### config.mk
export PLATFORM = sky130hd
export DESIGN_NAME = calendar_alarm
export DESIGN_NICKNAME = d
export VERILOG_FILES = /design/src/rtl/calalarm_pkg.sv /design/src/rtl/alarm_cal_cmp.sv /design/src/rtl/alarm_sub_cmp.sv /design/src/rtl/alarm_unit.sv /design/src/rtl/calendar_alarm.sv
export SDC_FILE = /design/constraint.sdc
export NUM_CORES = 1
export LEC_CHECK = 0
export BUFFER_PORTS_ARGS = -buffer_cell sky130_fd_sc_hd__buf_4
export CAP_MARGIN = 20
export CELL_PAD_IN_SITES_DETAIL_PLACEMENT = 1
export CELL_PAD_IN_SITES_GLOBAL_PLACEMENT = 2
export CORE_MARGIN = 2
export CORE_UTILIZATION = 18
export DETAILED_ROUTE_END_ITERATION = 7
export MAX_ROUTING_LAYER = met4
export PLACE_DENSITY = 0.79
export SYNTH_ARGS = -nofsm -noshare
export SYNTH_HDL_FRONTEND = slang
export SYNTH_HIERARCHICAL = 1
export SYNTH_SLANG_ARGS = --single-unit
### constraint.sdc
create_clock -name clk_i -period 0.84 [get_ports clk_i]
set_input_delay 0.21 -clock clk_i [delete_from_list [all_inputs] [get_ports clk_i]]
set_output_delay 0.21 -clock clk_i [all_outputs]
set_load 0.02 [all_outputs]
### src/rtl/calalarm_pkg.sv
package calalarm_pkg;
  localparam int WORD_W   = 32;
  localparam int SEC_W    = 7;
  localparam int MIN_W    = 7;
  localparam int HOUR_W   = 6;
  localparam int DAY_W    = 6;
  localparam int WDAY_W   = 3;

  localparam int SEC_LSB  = 0;
  localparam int SEC_DC   = 7;
  localparam int MIN_LSB  = 8;
  localparam int MIN_DC   = 15;
  localparam int HOUR_LSB = 16;
  localparam int PM_BIT   = 22;
  localparam int HOUR_DC  = 23;
  localparam int DAY_LSB  = 24;
  localparam int WSEL_BIT = 30;
  localparam int DAY_DC   = 31;

  typedef struct packed {
    logic [SEC_W-1:0]  sec;
    logic [MIN_W-1:0]  min;
    logic [HOUR_W-1:0] hour;
    logic              pm;
    logic [DAY_W-1:0]  mday;
    logic [WDAY_W-1:0] wday;
  } cal_t;
endpackage

### src/rtl/alarm_cal_cmp.sv
module alarm_cal_cmp
  import calalarm_pkg::*;
(
  input  logic              hour12_i,
  input  cal_t              now_i,
  input  logic [WORD_W-1:0] word_i,
  output logic              cal_hit_o
);
  logic sec_ok, min_ok, hour_ok, day_ok;
  logic [DAY_W-1:0] day_ref;

  always_comb begin
    sec_ok  = word_i[SEC_DC] | (word_i[SEC_LSB +: SEC_W] == now_i.sec);
    min_ok  = word_i[MIN_DC] | (word_i[MIN_LSB +: MIN_W] == now_i.min);
    hour_ok = word_i[HOUR_DC] |
              ((word_i[HOUR_LSB +: HOUR_W] == now_i.hour) &
               (~hour12_i | (word_i[PM_BIT] == now_i.pm)));
    day_ref = word_i[WSEL_BIT] ? {{(DAY_W-WDAY_W){1'b0}}, now_i.wday} : now_i.mday;
    day_ok  = word_i[DAY_DC] | (word_i[DAY_LSB +: DAY_W] == day_ref);
    cal_hit_o = sec_ok & min_ok & hour_ok & day_ok;
  end
endmodule

### src/rtl/alarm_sub_cmp.sv
module alarm_sub_cmp #(
  parameter int SUB_W = 15,
  parameter int CNT_W = $clog2(SUB_W + 1)
) (
  input  logic [SUB_W-1:0] now_i,
  input  logic [SUB_W-1:0] ref_i,
  input  logic [CNT_W-1:0] cnt_i,
  output logic             sub_hit_o
);
  logic [SUB_W-1:0] care;

  // bit b is compared when b < count
  for (genvar b = 0; b < SUB_W; b++) begin : g_care
    assign care[b] = (b < int'(cnt_i));
  end

  assign sub_hit_o = ~|((now_i ^ ref_i) & care);
endmodule

### src/rtl/alarm_unit.sv
module alarm_unit
  import calalarm_pkg::*;
#(
  parameter int SUB_W = 15,
  parameter int CNT_W = $clog2(SUB_W + 1)
) (
  input  logic              clk_i,
  input  logic              rst_ni,
  input  logic              tick_i,
  input  logic              hour12_i,
  input  cal_t              now_i,
  input  logic [SUB_W-1:0]  subsec_i,
  input  logic [WORD_W-1:0] word_i,
  input  logic [SUB_W-1:0]  sub_ref_i,
  input  logic [CNT_W-1:0]  sub_cnt_i,
  input  logic              en_i,
  input  logic              clear_i,
  output logic              flag_o,
  output logic              match_o
);
  logic cal_hit, sub_hit, hit;
  logic flag_q, match_q;

  alarm_cal_cmp u_cal (
    .hour12_i (hour12_i),
    .now_i    (now_i),
    .word_i   (word_i),
    .cal_hit_o(cal_hit)
  );

  alarm_sub_cmp #(.SUB_W(SUB_W), .CNT_W(CNT_W)) u_sub (
    .now_i    (subsec_i),
    .ref_i    (sub_ref_i),
    .cnt_i    (sub_cnt_i),
    .sub_hit_o(sub_hit)
  );

  assign hit = en_i & tick_i & cal_hit & sub_hit;

  always_ff @(posedge clk_i or negedge rst_ni) begin
    if (!rst_ni) begin
      match_q <= 1'b0;
      flag_q  <= 1'b0;
    end else begin
      match_q <= hit;
      // a hit on the clearing edge wins so no event is lost
      if (hit)          flag_q <= 1'b1;
      else if (clear_i) flag_q <= 1'b0;
    end
  end

  assign flag_o  = flag_q;
  assign match_o = match_q;

  p_match_on_tick_r6: assert property (@(posedge clk_i) disable iff (!rst_ni)
    match_q |-> $past(tick_i));
  p_disabled_quiet_r8: assert property (@(posedge clk_i) disable iff (!rst_ni)
    !en_i |=> !match_q);
  p_flag_rise_r7: assert property (@(posedge clk_i) disable iff (!rst_ni)
    $rose(flag_q) |-> match_q);
  p_flag_sticky_r7: assert property (@(posedge clk_i) disable iff (!rst_ni)
    (flag_q && !clear_i) |=> flag_q);
  p_all_dont_care_r2: assert property (@(posedge clk_i) disable iff (!rst_ni)
    (en_i && tick_i && word_i[SEC_DC] && word_i[MIN_DC] && word_i[HOUR_DC] &&
     word_i[DAY_DC] && sub_cnt_i == '0) |=> match_q);
  p_full_sub_r5: assert property (@(posedge clk_i) disable iff (!rst_ni)
    (int'(sub_cnt_i) == SUB_W && subsec_i != sub_ref_i) |-> !sub_hit);
  p_weekday_sel_r3: assert property (@(posedge clk_i) disable iff (!rst_ni)
    (word_i[WSEL_BIT] && !word_i[DAY_DC] &&
     word_i[DAY_LSB +: DAY_W] != {{(DAY_W-WDAY_W){1'b0}}, now_i.wday}) |-> !cal_hit);
endmodule

### src/rtl/calendar_alarm.sv
module calendar_alarm
  import calalarm_pkg::*;
#(
  parameter int NUM_ALARMS = 2,
  parameter int SUB_W      = 15,
  parameter int CNT_W      = $clog2(SUB_W + 1)
) (
  input  logic                         clk_i,
  input  logic                         rst_ni,
  input  logic                         tick_i,
  input  logic                         hour12_i,
  input  logic [SEC_W-1:0]             sec_i,
  input  logic [MIN_W-1:0]             min_i,
  input  logic [HOUR_W-1:0]            hour_i,
  input  logic                         pm_i,
  input  logic [DAY_W-1:0]             mday_i,
  input  logic [WDAY_W-1:0]            wday_i,
  input  logic [SUB_W-1:0]             subsec_i,
  input  logic [NUM_ALARMS*WORD_W-1:0] alarm_word_i,
  input  logic [NUM_ALARMS*SUB_W-1:0]  alarm_sub_i,
  input  logic [NUM_ALARMS*CNT_W-1:0]  sub_cnt_i,
  input  logic [NUM_ALARMS-1:0]        enable_i,
  input  logic [NUM_ALARMS-1:0]        clear_i,
  output logic [NUM_ALARMS-1:0]        flag_o,
  output logic [NUM_ALARMS-1:0]        match_o
);
  cal_t now;
  assign now = '{sec: sec_i, min: min_i, hour: hour_i, pm: pm_i,
                 mday: mday_i, wday: wday_i};

  for (genvar n = 0; n < NUM_ALARMS; n++) begin : g_unit
    alarm_unit #(.SUB_W(SUB_W), .CNT_W(CNT_W)) u_alarm (
      .clk_i    (clk_i),
      .rst_ni   (rst_ni),
      .tick_i   (tick_i),
      .hour12_i (hour12_i),
      .now_i    (now),
      .subsec_i (subsec_i),
      .word_i   (alarm_word_i[n*WORD_W +: WORD_W]),
      .sub_ref_i(alarm_sub_i[n*SUB_W +: SUB_W]),
      .sub_cnt_i(sub_cnt_i[n*CNT_W +: CNT_W]),
      .en_i     (enable_i[n]),
      .clear_i  (clear_i[n]),
      .flag_o   (flag_o[n]),
      .match_o  (match_o[n])
    );
  end
endmodule

==> flow_results.org, run 1 <==
** Outcome
- Run status :: complete, but fails checks
- The final reports fail on setup timing.

** Routing
- The pre-antenna-repair detailed-routing pass consisted of 4 iterations.
- Via Count :: 2032
- In the routed design, unresolved DRC markers number 0.
- Wire length reported by the detailed router :: 6720 µm
- Once detail routing completed, the nets flagged for antenna violations numbered 0.
- Number of vias per cell after detailed routing :: 4.38
- Avg WL per Cell :: 14.5 µm
- Starting DRT DRC Count :: 27

** Die
- In this run the count of I/O pins placed on the die edge is 159.
- The floorplan step set the die width to 99.6 µm.
- The die covers 9930 µm².
- Vert. Die Dim :: 99.6 µm
- Initial core utilization :: 18.7%
- The total area inside the core boundary comes to 8810 µm².
- Row generation in the floorplan step produced 34 rows.

** Yosys
- Unique masters post-synth :: 36
- Synthesis inferred 4 register bits.
- After synthesis, flip-flops and latches occupy 6.08% of the total area.
- By count the netlist is led by 46 x sky130_fd_sc_hd__xnor2_1, 36 x sky130_fd_sc_hd__xor2_1.
- Summed instance area of the synthesized netlist :: 1650 µm²
- Yosys instantiated no cell more often than sky130_fd_sc_hd__xnor2_1.
- Async SR Flop Fraction :: 100%
- Yosys mapped a number of flops with a built-in enable equal to 0.
- Dividing the synthesized area by the synthesized cell count gives 8.85 µm².
- Top cell type's share of synthesized area :: 24.5%
- When the netlist entered floorplanning its net count stood at 341.
- Synthesis handed over a netlist of 186 instances.
- The synthesized design spends more area on one cell type than any other, namely sky130_fd_sc_hd__xnor2_1.
- The Yosys step of the flow raised 6 warnings.
- After synthesis, the cell types taking the most area are sky130_fd_sc_hd__xnor2_1 24%, sky130_fd_sc_hd__xor2_1 19%, sky130_fd_sc_hd__dfrtp_1 6.1%, sky130_fd_sc_hd__buf_6 4.1%, sky130_fd_sc_hd__nor3_2 3.6%.
- Post-synth top flop :: sky130_fd_sc_hd__dfrtp_1

** Clock network
- Clock tree from TritonCTS :: built
- Number of clock sinks :: 4
- Number of buffers inserted during clock tree synthesis :: 3
- The longest clock path from root to sink contains 2 buffers.
- Clock transition at the registers of the reported paths :: 0.03 ns
- At the later pin of the worst-skew pair, clock insertion delay measures 0.21 ns.
- Root Buffer Master :: sky130_fd_sc_hd__clkbuf_8
- # H-tree levels :: 1

** Timing
- For the finished layout, the period the worst path requires is 1.38 ns.
- Total negative slack :: -2.30 ns
- The number of slew-limit violations in the final report came to 0.
- Clock skew on the completed layout was measured at 0 ns.
- Setup repair after global routing could not meet its margin everywhere.
- Slew HR :: 77.7%
- After layout, the worst path uses 165% of the clock period.
- Based on the critical path, the design can be clocked at up to 723 MHz.
- Worst hold slack :: 0.271 ns
- For the pin with the worst max-slew slack, the measured transition is 0.332 ns.
- Final Hold Fails :: 0
- Count of final setup violators :: 8
- In the post-route analysis, the smallest setup slack over all paths is -0.544 ns.

** Power
- For this design the static power due to leakage is 1.50 nW.
- The design draws 0.00216 W.
- Logic pwr share :: 72.8%
- Internal power :: 0.00145 W
- For this design the total switching power over the nets is 0.000708 W.
- Proportion of power drawn by the clock network :: 18.2%
- Net switching is 32.8% of the power.
- Fraction of power consumed by sequential logic :: 9.0%
- Power spread over the standard cell area amounts to 640 nW/µm².
- IR drop worst, VDD :: 0.232 mV

** Place
- Detailed placement ended at an HPWL of 6090 µm.
- Input and output buffers added on the ports amount to 158.
- Prior to clock tree synthesis, the placed netlist has a worst setup slack of -1.05 ns.
- The congestion estimate from routability-driven global placement came to 0.890.

** Global route
- For this run, the total global-route usage over all layers was measured as 13.7%.
- The first global-routing pass estimated 10800 µm of wire.
- Entering global routing, the biggest net connects 10 pins.
- Remaining Overflow, GRT :: 0
- The via count of the first global-routing pass was 2252.
- The initial antenna violation count was 0.

** Layout
- Antenna diodes :: 0
- Proportion of layout cells with a drive suffix above 1 :: 62.4%
- # fillers :: 1054
- Syn-to-layout area delta :: 105%
- After the last flow step, the layout net total stands at 513.

** Hold path
- The path class of the tightest hold or removal check is primary input to flop.

** Worst setup path
- The worst setup path is captured at a flop.
- Crit path DAT :: 1.54 ns
- For the worst setup path, the data required time is 0.99 ns.
- In this run the worst path has a maximum fanout of 2.
- Critical path launch point type :: primary input
- The critical path in this run is classified as primary input to flop.

** Flow run
- Across the run, the number of max-cap violations was 0.
## routing by layer
layer | vias to the layer above | global-route usage, % | part of all wire, %
met1 | 926 | 17.3 | 42
met5 | - | - | 0
met2 | 82 | 24.6 | 53
met4 | 0 | 1.26 | 0
met3 | 0 | 1.48 | 5.1
li1 | 1024 | - | -
## cell usage in the layout (no fill, tap or decap), types with 3 or more instances in the layout
cell type                    n
sky130_fd_sc_hd__buf_4     153
sky130_fd_sc_hd__xnor2_1    36
sky130_fd_sc_hd__xor2_1     32
sky130_fd_sc_hd__buf_6      20
sky130_fd_sc_hd__xnor2_2    10
sky130_fd_sc_hd__nor3_2      7
sky130_fd_sc_hd__nor2_1      6
sky130_fd_sc_hd__a31oi_1     6
sky130_fd_sc_hd__a21oi_1     5
sky130_fd_sc_hd__dfrtp_1     4
sky130_fd_sc_hd__nand4_1     4
sky130_fd_sc_hd__mux2i_1     4
sky130_fd_sc_hd__nor3b_1     4
sky130_fd_sc_hd__clkbuf_8    3
sky130_fd_sc_hd__nor4_2      3
sky130_fd_sc_hd__o22ai_1     3
sky130_fd_sc_hd__nor3_1      3
sky130_fd_sc_hd__o21ai_1     3
sky130_fd_sc_hd__buf_8       3
## timing repair
| action | in CTS | in global routing |
|---|---|---|
| resized for setup | 40 | 15 |
| buffers inserted | 1 | 0 |
| hold endpoints to repair | 4 | 0 |
| endpoints found under the setup margin | 8 | 8 |
| hold buffers | 1 | 0 |
| pin swaps | 26 | 11 |
## logic make-up (layout without fill, tap and decap cells)
family / count (synthesis) / count (layout) / share of synthesized area [%]
AOI/OAI and AO/OA: 44 / 44 / 22.3
muxes: 4 / 4 / 2.43
xor gates and xnor gates: 82 / 82 / 43.6
DFF: 4 / 4 / 6.08
buffers and inverters: 12 / 182 / 6.08
and+or+nand+nor: 40 / 40 / 19.5
## metrics by stage
stage	std cells	utilization [%]	instance area (µm²)
final	464	38.2	3370
after global routing	464	38.2	3370
after CTS	464	37.2	3280
after detailed placement	459	34.1	3000
after global placement	459	34.1	3000
after floorplan	186	-	1660
## power by group through the flow
stage,Combinational (W),Sequential [W],Clock (W)
CTS,0.00154,0.000195,0.000408
global placement,0.00139,0.000197,0
detailed placement,0.00142,0.000197,0
finish,0.00157,0.000195,0.000393
floorplan,0.000627,0.000197,0
global route,0.00171,0.000195,0.000423
## path summary, 6_finish.rpt
check	start	end	slack [ns]	depth (start not counted)
max	sec_i[3]	g_unit[0].u_alarm/flag_o	-0.54	8
min	clear_i[1]	g_unit[1].u_alarm/flag_o	0.27	3
max reg2reg	g_unit[0].u_alarm/flag_o	g_unit[0].u_alarm/flag_o	0.05	2
min reg2reg	g_unit[1].u_alarm/flag_o	g_unit[1].u_alarm/flag_o	0.52	1
max in group asynchronous	rst_ni	g_unit[1].u_alarm/flag_o	0.40	2
min in group asynchronous	rst_ni	g_unit[1].u_alarm/match_o	0.34	2
## sequential cells by signal, summed over array words and instances (netlist names)
name                    flops
g_unit.u_alarm/match_o      2
g_unit.u_alarm/flag_o       2
## layout make-up
cell class                      instances  area, µm²  area share, %
Multi-Input combinational cell        170       1660           49.1
Tap cell                              108        135           4.01
Inverter                                2       7.51          0.223
Sequential cell                         4        100           2.97
Timing Repair Buffer                  177       1430           42.4
Clock buffer                            3       41.3           1.23
## worst max-delay path, cell delays in order
cell and delay, ns:
sky130_fd_sc_hd__buf_4 0.13, sky130_fd_sc_hd__xor2_2 0.14, sky130_fd_sc_hd__nor4_2 0.27, sky130_fd_sc_hd__buf_4 0.16, sky130_fd_sc_hd__a41oi_2 0.09, sky130_fd_sc_hd__nor3_2 0.22, sky130_fd_sc_hd__and4_4 0.24, sky130_fd_sc_hd__a21o_1 0.08
(Power assumes the default switching activity.)
==> run 2: changes to the inputs <==
Settings changed: REMOVE_ABC_BUFFERS set to 1.
==> run 2 against run 1 <==
Against the previous run: the flow still finishes with violations (setup timing); sequential share of layout area hardly changed; hold slack improved by 0.0074 ns; first-iteration DRC count is 22% lower; count of clock-buffer cells in the layout is the same; power is 0.62% higher; flip-flop and latch count is the same; core utilization is essentially flat; critical path type unchanged.
==> flow_results.org, run 2 (synthesized netlist as in run 1, its figures left out) <==
** Routing
- Number of iterations in the first detailed-routing pass :: 4 (unchanged)
- The post-detailed-route DRC marker count is 0 (unchanged).
- Wire length reported by the detailed router :: 7020 µm (was 6720 µm)
- The mean number of vias per cell came to 4.46 (was 4.38).
- The average routed wire per standard cell came to 15.2 µm (was 14.5 µm).
- The overall via count from detail_route was 2067 (was 2032).
- Count of antenna-violating nets left after detailed routing :: 0 (unchanged)
- The number of design-rule violations left by the first detailed-router iteration is 21 (was 27).

** Worst setup path
- The required time of the critical path was 0.99 ns (about the same).
- The count of buffer and inverter cells on the critical path was 1 (was 2).
- The startpoint kind of the worst setup timing path was a primary input (unchanged).
- Cell with the largest stage delay on the worst path :: sky130_fd_sc_hd__a211o_1 (was sky130_fd_sc_hd__nor4_2)
- Setup crit end kind :: flop (unchanged)
- Kind of critical path :: primary input to flop (unchanged)
- Crit Path Max Fanout :: 2 (unchanged)
- The biggest cell delay along the critical path was 0.29 ns (was 0.27 ns).
- The arrival time reported for the critical path endpoint came to 1.56 ns (was 1.54 ns).
- The kind of cell with the highest combined delay on the critical path is compound AO/OA/AOI/OAI gates (was simple AND/OR/NAND/NOR gates).
- Cell-by-cell trace of the critical path: buf_4 -> xor2_2 -> a211o_1 -> a31oi_1 -> a21oi_2 -> nor3_2 -> and4_4 -> a21o_1 (was buf_4 -> xor2_2 -> nor4_2 -> buf_4 -> a41oi_2 -> nor3_2 -> and4_4 -> a21o_1).

** Die
- IO Count :: 159 (unchanged)
- Number of placement rows :: 34 (unchanged)
- The floorplan die width is 99.6 µm (unchanged).
- The standard cell core area is 8810 µm² (unchanged).
- Floorplan die area :: 9930 µm² (unchanged)
- Initial core utilization :: 18.7% (unchanged)
- Vert. Die Dim :: 99.6 µm (unchanged)

** Place
- Total cell area at the placement stage :: 3010 µm² (was 3000 µm²)
- Count of port buffers added during placement :: 158 (unchanged)
- The final weighted congestion in routability-driven placement is 0.813 (was 0.890).
- The count of placed standard cells including taps was 458 (was 459).
- The detailed placer's ending HPWL came to 6120 µm (was 6090 µm).

** Timing
- Transition time of the tightest slew-check pin :: 0.334 ns (was 0.332 ns)
- The final number of hold-violating endpoints is 0 (unchanged).
- Post-layout worst setup margin :: -0.571 ns (was -0.544 ns)
- Shortest period the worst path allows :: 1.41 ns (was 1.38 ns)
- Slew HR :: 77.5% (was 77.7%)
- The number of slew-limit violations in the final report was 0 (unchanged).
- Setup repair after global routing missed its margin :: true (unchanged)
- Final clock skew :: 0 ns (unchanged)
- The share of the clock period used by the worst path was 168% (was 165%).
- F_max :: 709 MHz (was 723 MHz)
- Count of final setup violators :: 8 (unchanged)

** Power
- IR drop worst, VDD :: 0.344 mV (was 0.232 mV)
- The leakage dissipation was 1.51 nW (was 1.50 nW).
- Power Density :: 644 nW/µm² (was 640 nW/µm²)

** Global route
- The largest net degree at the start of global routing came to 9 (was 10).
- Total GRT Usage :: 13.9% (was 13.7%)
- Via count of the first global-routing pass :: 2293 (was 2252)
- Remaining Overflow, GRT :: 0 (unchanged)
- Antenna violations before repair :: 0 (unchanged)
- The global-route wire length before repair was 11000 µm (was 10800 µm).

** Layout
- Most frequent cells in the layout :: 149 x sky130_fd_sc_hd__buf_4, 36 x sky130_fd_sc_hd__xnor2_1, 35 x sky130_fd_sc_hd__xor2_1, 21 x sky130_fd_sc_hd__buf_6, 10 x sky130_fd_sc_hd__xnor2_2 (was 153 x sky130_fd_sc_hd__buf_4, 36 x sky130_fd_sc_hd__xnor2_1, 32 x sky130_fd_sc_hd__xor2_1, 20 x sky130_fd_sc_hd__buf_6, 10 x sky130_fd_sc_hd__xnor2_2)
- Number of cells in the finished layout apart from fillers :: 463 (was 464)
- Most common cell after layout, fill and taps aside :: sky130_fd_sc_hd__buf_4 (unchanged)
- The fraction of layout instances using a drive strength above 1 came to 62.5% (was 62.4%).
- Fin nets :: 512 (was 513)
- The final instance area was 3370 µm² (about the same).
- The area growth from synthesis to final layout was 105% (about the same).
- Antenna diodes :: 0 (unchanged)

** Hold path
- The class of the most critical hold timing path is primary input to flop (unchanged).

** Clock network
- The CTS tree is built (unchanged).
- The clock network latency to the later pin of the worst-skew pair was 0.21 ns (about the same).
- # H-tree levels :: 1 (unchanged)
- The total CTS buffers was 3 (unchanged).
- Number of clock sinks :: 4 (unchanged)
- The clock transition at the registers of the reported paths was 0.03 ns (about the same).
- Root Buffer Master :: sky130_fd_sc_hd__clkbuf_8 (unchanged)
- Max clock buf depth :: 2 (unchanged)

** Flow run
- Max Cap Viol :: 0 (unchanged)

** Outcome
- Violated checks :: setup timing (unchanged)
- Run status: complete, but fails checks (unchanged).
## run 2: cell count changes in the layout (fill, tap and decap cells not counted), moves of 2 or more
cell / change
sky130_fd_sc_hd__buf_12: +3
sky130_fd_sc_hd__buf_4: -4
sky130_fd_sc_hd__nor3b_1: -3
sky130_fd_sc_hd__nor3b_2: +3
sky130_fd_sc_hd__xor2_1: +3
sky130_fd_sc_hd__xor2_4: -2
## run 2: worst paths after layout
check	from	endpoint	slack [ns]	depth (start not counted)
hold reg to reg	g_unit[0].u_alarm/flag_o	g_unit[0].u_alarm/flag_o	0.51	1
max in group asynchronous	rst_ni	g_unit[1].u_alarm/flag_o	0.40	2
setup / recovery	subsec_i[13]	g_unit[1].u_alarm/flag_o	-0.57	8
min in group asynchronous	rst_ni	g_unit[1].u_alarm/match_o	0.34	2
setup reg to reg	g_unit[1].u_alarm/flag_o	g_unit[1].u_alarm/flag_o	0.16	1
hold / removal	clear_i[1]	g_unit[1].u_alarm/flag_o	0.28	3
## run 2: power by group
| group | internal [W] | switching, W | leakage (nW) |
|---|---|---|---|
| Combinational | 0.000959 | 0.000620 | 1.44 |
| Sequential | 0.000194 | 0.000000204 | 0.0559 |
| Clock | 0.000305 | 0.0000913 | 0.0216 |
| Total | 0.00146 | 0.000712 | 1.51 |
## run 2: repair_timing
item | 4_1_cts | 5_1_grt
hold buffers | 1 | 0
endpoints found under the hold margin | 4 | 0
resized for setup | 38 | 20
setup buffers | 1 | 0
endpoints found under the setup margin | 8 | 8
pin swaps | 28 | 14
## run 2: stage by stage
stage	utilization [%]	setup TNS [ns]	total power (W)	hold WS [ns]	setup WS, ns
6_report	38.3	-2.47	0.00217	0.278	-0.571
5_1_grt	38.3	-2.94	0.00233	0.289	-0.698
4_1_cts	37.0	-2.56	0.00213	0.275	-0.584
3_5_place_dp	34.2	-3.62	0.00162	0.00726	-0.970
3_3_place_gp	34.2	-3.58	0.00160	0.00545	-0.986
2_1_floorplan	-	-2.01	0.000728	-0.0856	-0.537
## run 2: final cells by class
type                            count  area [µm²]
Clock buffer                        3        41.3
Fill cell                        1054        5440
Inverter                            2        7.51
Multi-Input combinational cell    170        1630
Sequential cell                     4         100
Tap cell                          108         135
Timing Repair Buffer              176        1460
## run 2: routing by layer
metal | wire length [µm] | global-route usage, %
met5 | 0 | -
met4 | 110 | 2.63
met3 | 303 | 1.12
met2 | 3830 | 25.6
met1 | 2770 | 16.7
## run 2: worst min-delay path, cell delays in order
cell,delay [ns]
sky130_fd_sc_hd__buf_4,0.11
sky130_fd_sc_hd__inv_1,0.05
sky130_fd_sc_hd__a21o_1,0.10
==> run 3: changes to the inputs <==
Settings changed: TNS_END_PERCENT set to 1.
==> run 3 against run 2 <==
Against the previous run: the run still ends with setup timing left; count of clock-buffer cells in the layout unchanged; sequential power about the same; routed wire length down 4.5%; critical path type unchanged; critical endpoint unchanged; largest cell class unchanged; largest power group unchanged; highest routed layer unchanged.
==> flow_results.org, run 3 (synthesized netlist as in run 1, its figures left out) <==
** Outcome
- Run status :: complete, but fails checks (unchanged)
- Violated checks: setup timing (unchanged).

** Clock network
- Clock latency on the worst-skew pair :: 0.21 ns (about the same)
- Buffer count from post-CTS setup fixing :: 0 (was 1)
- The total CTS buffers was 3 (unchanged).
- The CTS tree is built (unchanged).
- Root Buffer Master :: sky130_fd_sc_hd__clkbuf_8 (unchanged)
- The maximum level of the CTS H-tree was 1 (unchanged).
- Clock transition at the registers of the reported paths :: 0.03 ns (about the same)
- The number of sinks handled by clock tree synthesis came to 4 (unchanged).
- The maximum root-to-sink buffer count was 2 (unchanged).

** Timing
- Transition time of the tightest slew-check pin :: 0.333 ns (was 0.334 ns)
- Final count of pins violating max slew :: 0 (unchanged)
- Final Hold Fails :: 0 (unchanged)
- Worst hold slack :: 0.280 ns (was 0.278 ns)
- Post-route fraction of the period consumed by the critical path :: 173% (was 168%)
- The timing-limited maximum frequency was 686 MHz (was 709 MHz).
- Count of final setup violators :: 8 (unchanged)
- Slew HR :: 77.6% (was 77.5%)
- The setup clock skew after layout is 0 ns (unchanged).
- The setup slack of the critical path after layout is -0.617 ns (was -0.571 ns).
- Shortest period the worst path allows :: 1.46 ns (was 1.41 ns)
- Setup repair after global routing missed its margin :: true (unchanged)

** Routing
- The residual antenna-violating net count after detailed routing was 0 (unchanged).
- The post-detailed-route DRC marker count was 0 (unchanged).
- Total length of routed met3 wires :: 290 µm (was 303 µm)
- The number of design-rule violations left by the first detailed-router iteration came to 21 (unchanged).
- Routed met1 length :: 2750 µm (was 2770 µm)
- The uppermost layer routed is met4 (unchanged).
- The overall via count from detail_route was 2054 (was 2067).
- The mean number of vias per cell is 4.45 (was 4.46).
- Metal2 WL :: 3550 µm (was 3830 µm)
- Avg WL per Cell :: 14.5 µm (was 15.2 µm)
- The post-detailed-routing wire length came to 6700 µm (was 7020 µm).
- The first-pass iteration count of the detailed router came to 4 (unchanged).

** Layout
- Most frequent cells in the layout :: 165 x sky130_fd_sc_hd__buf_4, 45 x sky130_fd_sc_hd__xnor2_1, 36 x sky130_fd_sc_hd__xor2_1, 8 x sky130_fd_sc_hd__buf_6 (was 149 x sky130_fd_sc_hd__buf_4, 36 x sky130_fd_sc_hd__xnor2_1, 35 x sky130_fd_sc_hd__xor2_1, 21 x sky130_fd_sc_hd__buf_6, 10 x sky130_fd_sc_hd__xnor2_2)
- The number of inserted diodes came to 0 (unchanged).
- Fin area :: 3170 µm² (was 3370 µm²)
- Proportion of layout cells with a drive suffix above 1 :: 58.2% (was 62.5%)
- The layout filler cell count is 1065 (was 1054).
- The area growth from synthesis to final layout came to 92.2% (was 105%).
- Fin nets :: 511 (was 512)
- The most common cell after layout, fill and taps aside is sky130_fd_sc_hd__buf_4 (unchanged).

** Power
- The total power density per cell area was 649 nW/µm² (was 644 nW/µm²).
- IR drop worst, VDD :: 0.342 mV (was 0.344 mV)
- The sequential share of power is 9.5% (was 9.0%).
- The internal portion of total power was 0.00138 W (was 0.00146 W).
- Net switching power figure :: 0.000675 W (was 0.000712 W)
- The leakage dissipation is 1.42 nW (was 1.51 nW).
- The clock network power share came to 19.2% (was 18.3%).
- The sum of internal, switching and leakage power is 0.00205 W (was 0.00217 W).
- The switching share of power was 32.9% (was 32.8%).
- Logic pwr share :: 71.3% (was 72.8%)

** Global route
- The largest net degree at the start of global routing is 9 (unchanged).
- The global-route wire length before repair is 10800 µm (was 11000 µm).
- Via count of the first global-routing pass :: 2293 (unchanged)
- Total GRT Usage :: 13.6% (was 13.9%)
- The total congestion overflow is 0 (unchanged).
- The initial antenna violation count came to 0 (unchanged).

** Die
- IO Count :: 159 (unchanged)
- The overall die height came to 99.6 µm (unchanged).
- The number of standard-cell rows in the floorplan was 34 (unchanged).
- Floorplan die area :: 9930 µm² (unchanged)
- Horizontal die dimension :: 99.6 µm (unchanged)
- Placeable core area :: 8810 µm² (unchanged)
- Initial core utilization :: 18.7% (unchanged)

** Place
- Count of port buffers added during placement :: 158 (unchanged)
- The final weighted congestion in routability-driven placement came to 0.813 (unchanged).
- Worst slack at placement :: -0.970 ns (unchanged)
- Total cell area at the placement stage :: 3010 µm² (unchanged)
- The detailed placer's ending HPWL is 6120 µm (unchanged).

** Worst setup path
- Setup crit end kind :: flop (unchanged)
- The startpoint kind of the worst setup timing path is a primary input (unchanged).
- The highest fanout seen on the critical path is 2 (unchanged).
- The type of the worst setup path was primary input to flop (unchanged).
- The arrival time reported for the critical path endpoint came to 1.61 ns (was 1.56 ns).
- Required time of the critical path :: 0.99 ns (about the same)

** Hold path
- Min-Delay Path Class :: primary input to flop (unchanged)

** Flow run
- Max Cap Viol :: 0 (unchanged)
==> run 3: cell types whose count changed in the layout (fill, tap and decap cells not counted), moves of 2 or more <==
cell / change
sky130_fd_sc_hd__a41oi_2: -2
sky130_fd_sc_hd__xnor2_1: +9
sky130_fd_sc_hd__a41oi_1: +2
sky130_fd_sc_hd__xnor2_2: -9
sky130_fd_sc_hd__buf_12: -2
sky130_fd_sc_hd__buf_8: -2
sky130_fd_sc_hd__buf_6: -13
sky130_fd_sc_hd__buf_4: +16
==> run 3: stage by stage <==
| step | setup TNS, ns | util, % | instances |
|---|---|---|---|
| floorplan | -2.01 | - | 176 |
| global placement | -3.58 | 34.2 | 458 |
| detailed placement | -3.62 | 34.2 | 458 |
| CTS | -2.72 | 35.5 | 462 |
| global route | -3.05 | 35.9 | 462 |
| finish | -2.63 | 35.9 | 462 |
==> run 3: power by group through the flow <==
stage / Sequential [W] / Combinational [W] / Clock (W)
4_1_cts: 0.000195 / 0.00146 / 0.000409
5_1_grt: 0.000194 / 0.00160 / 0.000420
2_1_floorplan: 0.000197 / 0.000531 / 0
3_5_place_dp: 0.000197 / 0.00142 / 0
6_report: 0.000195 / 0.00146 / 0.000395
3_3_place_gp: 0.000197 / 0.00140 / 0
==> run 3: worst max-delay path, cell delays in order <==
cell                      delay, ns
sky130_fd_sc_hd__buf_4         0.11
sky130_fd_sc_hd__xor2_1        0.18
sky130_fd_sc_hd__a211o_1       0.31
sky130_fd_sc_hd__a31oi_1       0.16
sky130_fd_sc_hd__a21oi_1       0.12
sky130_fd_sc_hd__nor3_2        0.19
sky130_fd_sc_hd__and4_4        0.24
sky130_fd_sc_hd__a21o_1        0.08
==> run 3: cell type report <==
class / instances / area, µm² / share of cell area (%)
Multi-Input combinational cell: 170 / 1520 / 48.1
Timing Repair Buffer: 175 / 1360 / 42.9
Tap cell: 108 / 135 / 4.27
Sequential cell: 4 / 100 / 3.16
Clock buffer: 3 / 41.3 / 1.30
Inverter: 2 / 7.51 / 0.237
==> run 3: final timing paths <==
check / depth (start not counted) / slack (ns) / startpoint / to
min in group asynchronous: 2 / 0.34 / rst_ni / g_unit[1].u_alarm/match_o
max: 8 / -0.62 / alarm_sub_i[27] / g_unit[1].u_alarm/flag_o
max in group asynchronous: 2 / 0.40 / rst_ni / g_unit[1].u_alarm/flag_o
max reg2reg: 1 / 0.16 / g_unit[1].u_alarm/flag_o / g_unit[1].u_alarm/flag_o
min reg2reg: 1 / 0.51 / g_unit[0].u_alarm/flag_o / g_unit[0].u_alarm/flag_o
min: 3 / 0.28 / clear_i[1] / g_unit[1].u_alarm/flag_o
==> run 3: repair_timing <==
| action | in CTS | in global routing |
|---|---|---|
| hold endpoints to repair | 4 | 0 |
| resized for setup | 12 | 8 |
| hold buffers | 1 | 0 |
| pin swaps | 13 | 5 |
| setup endpoints to repair | 8 | 8 |
| cloned | 0 | 0 |
==> run 3: layer usage <==
metal / up-vias / global-route usage, %
li1: 1030 / -
met1: 945 / 16.7
met2: 71 / 24.6
met3: 8 / 1.12
met4: 0 / 2.63
met5: - / -
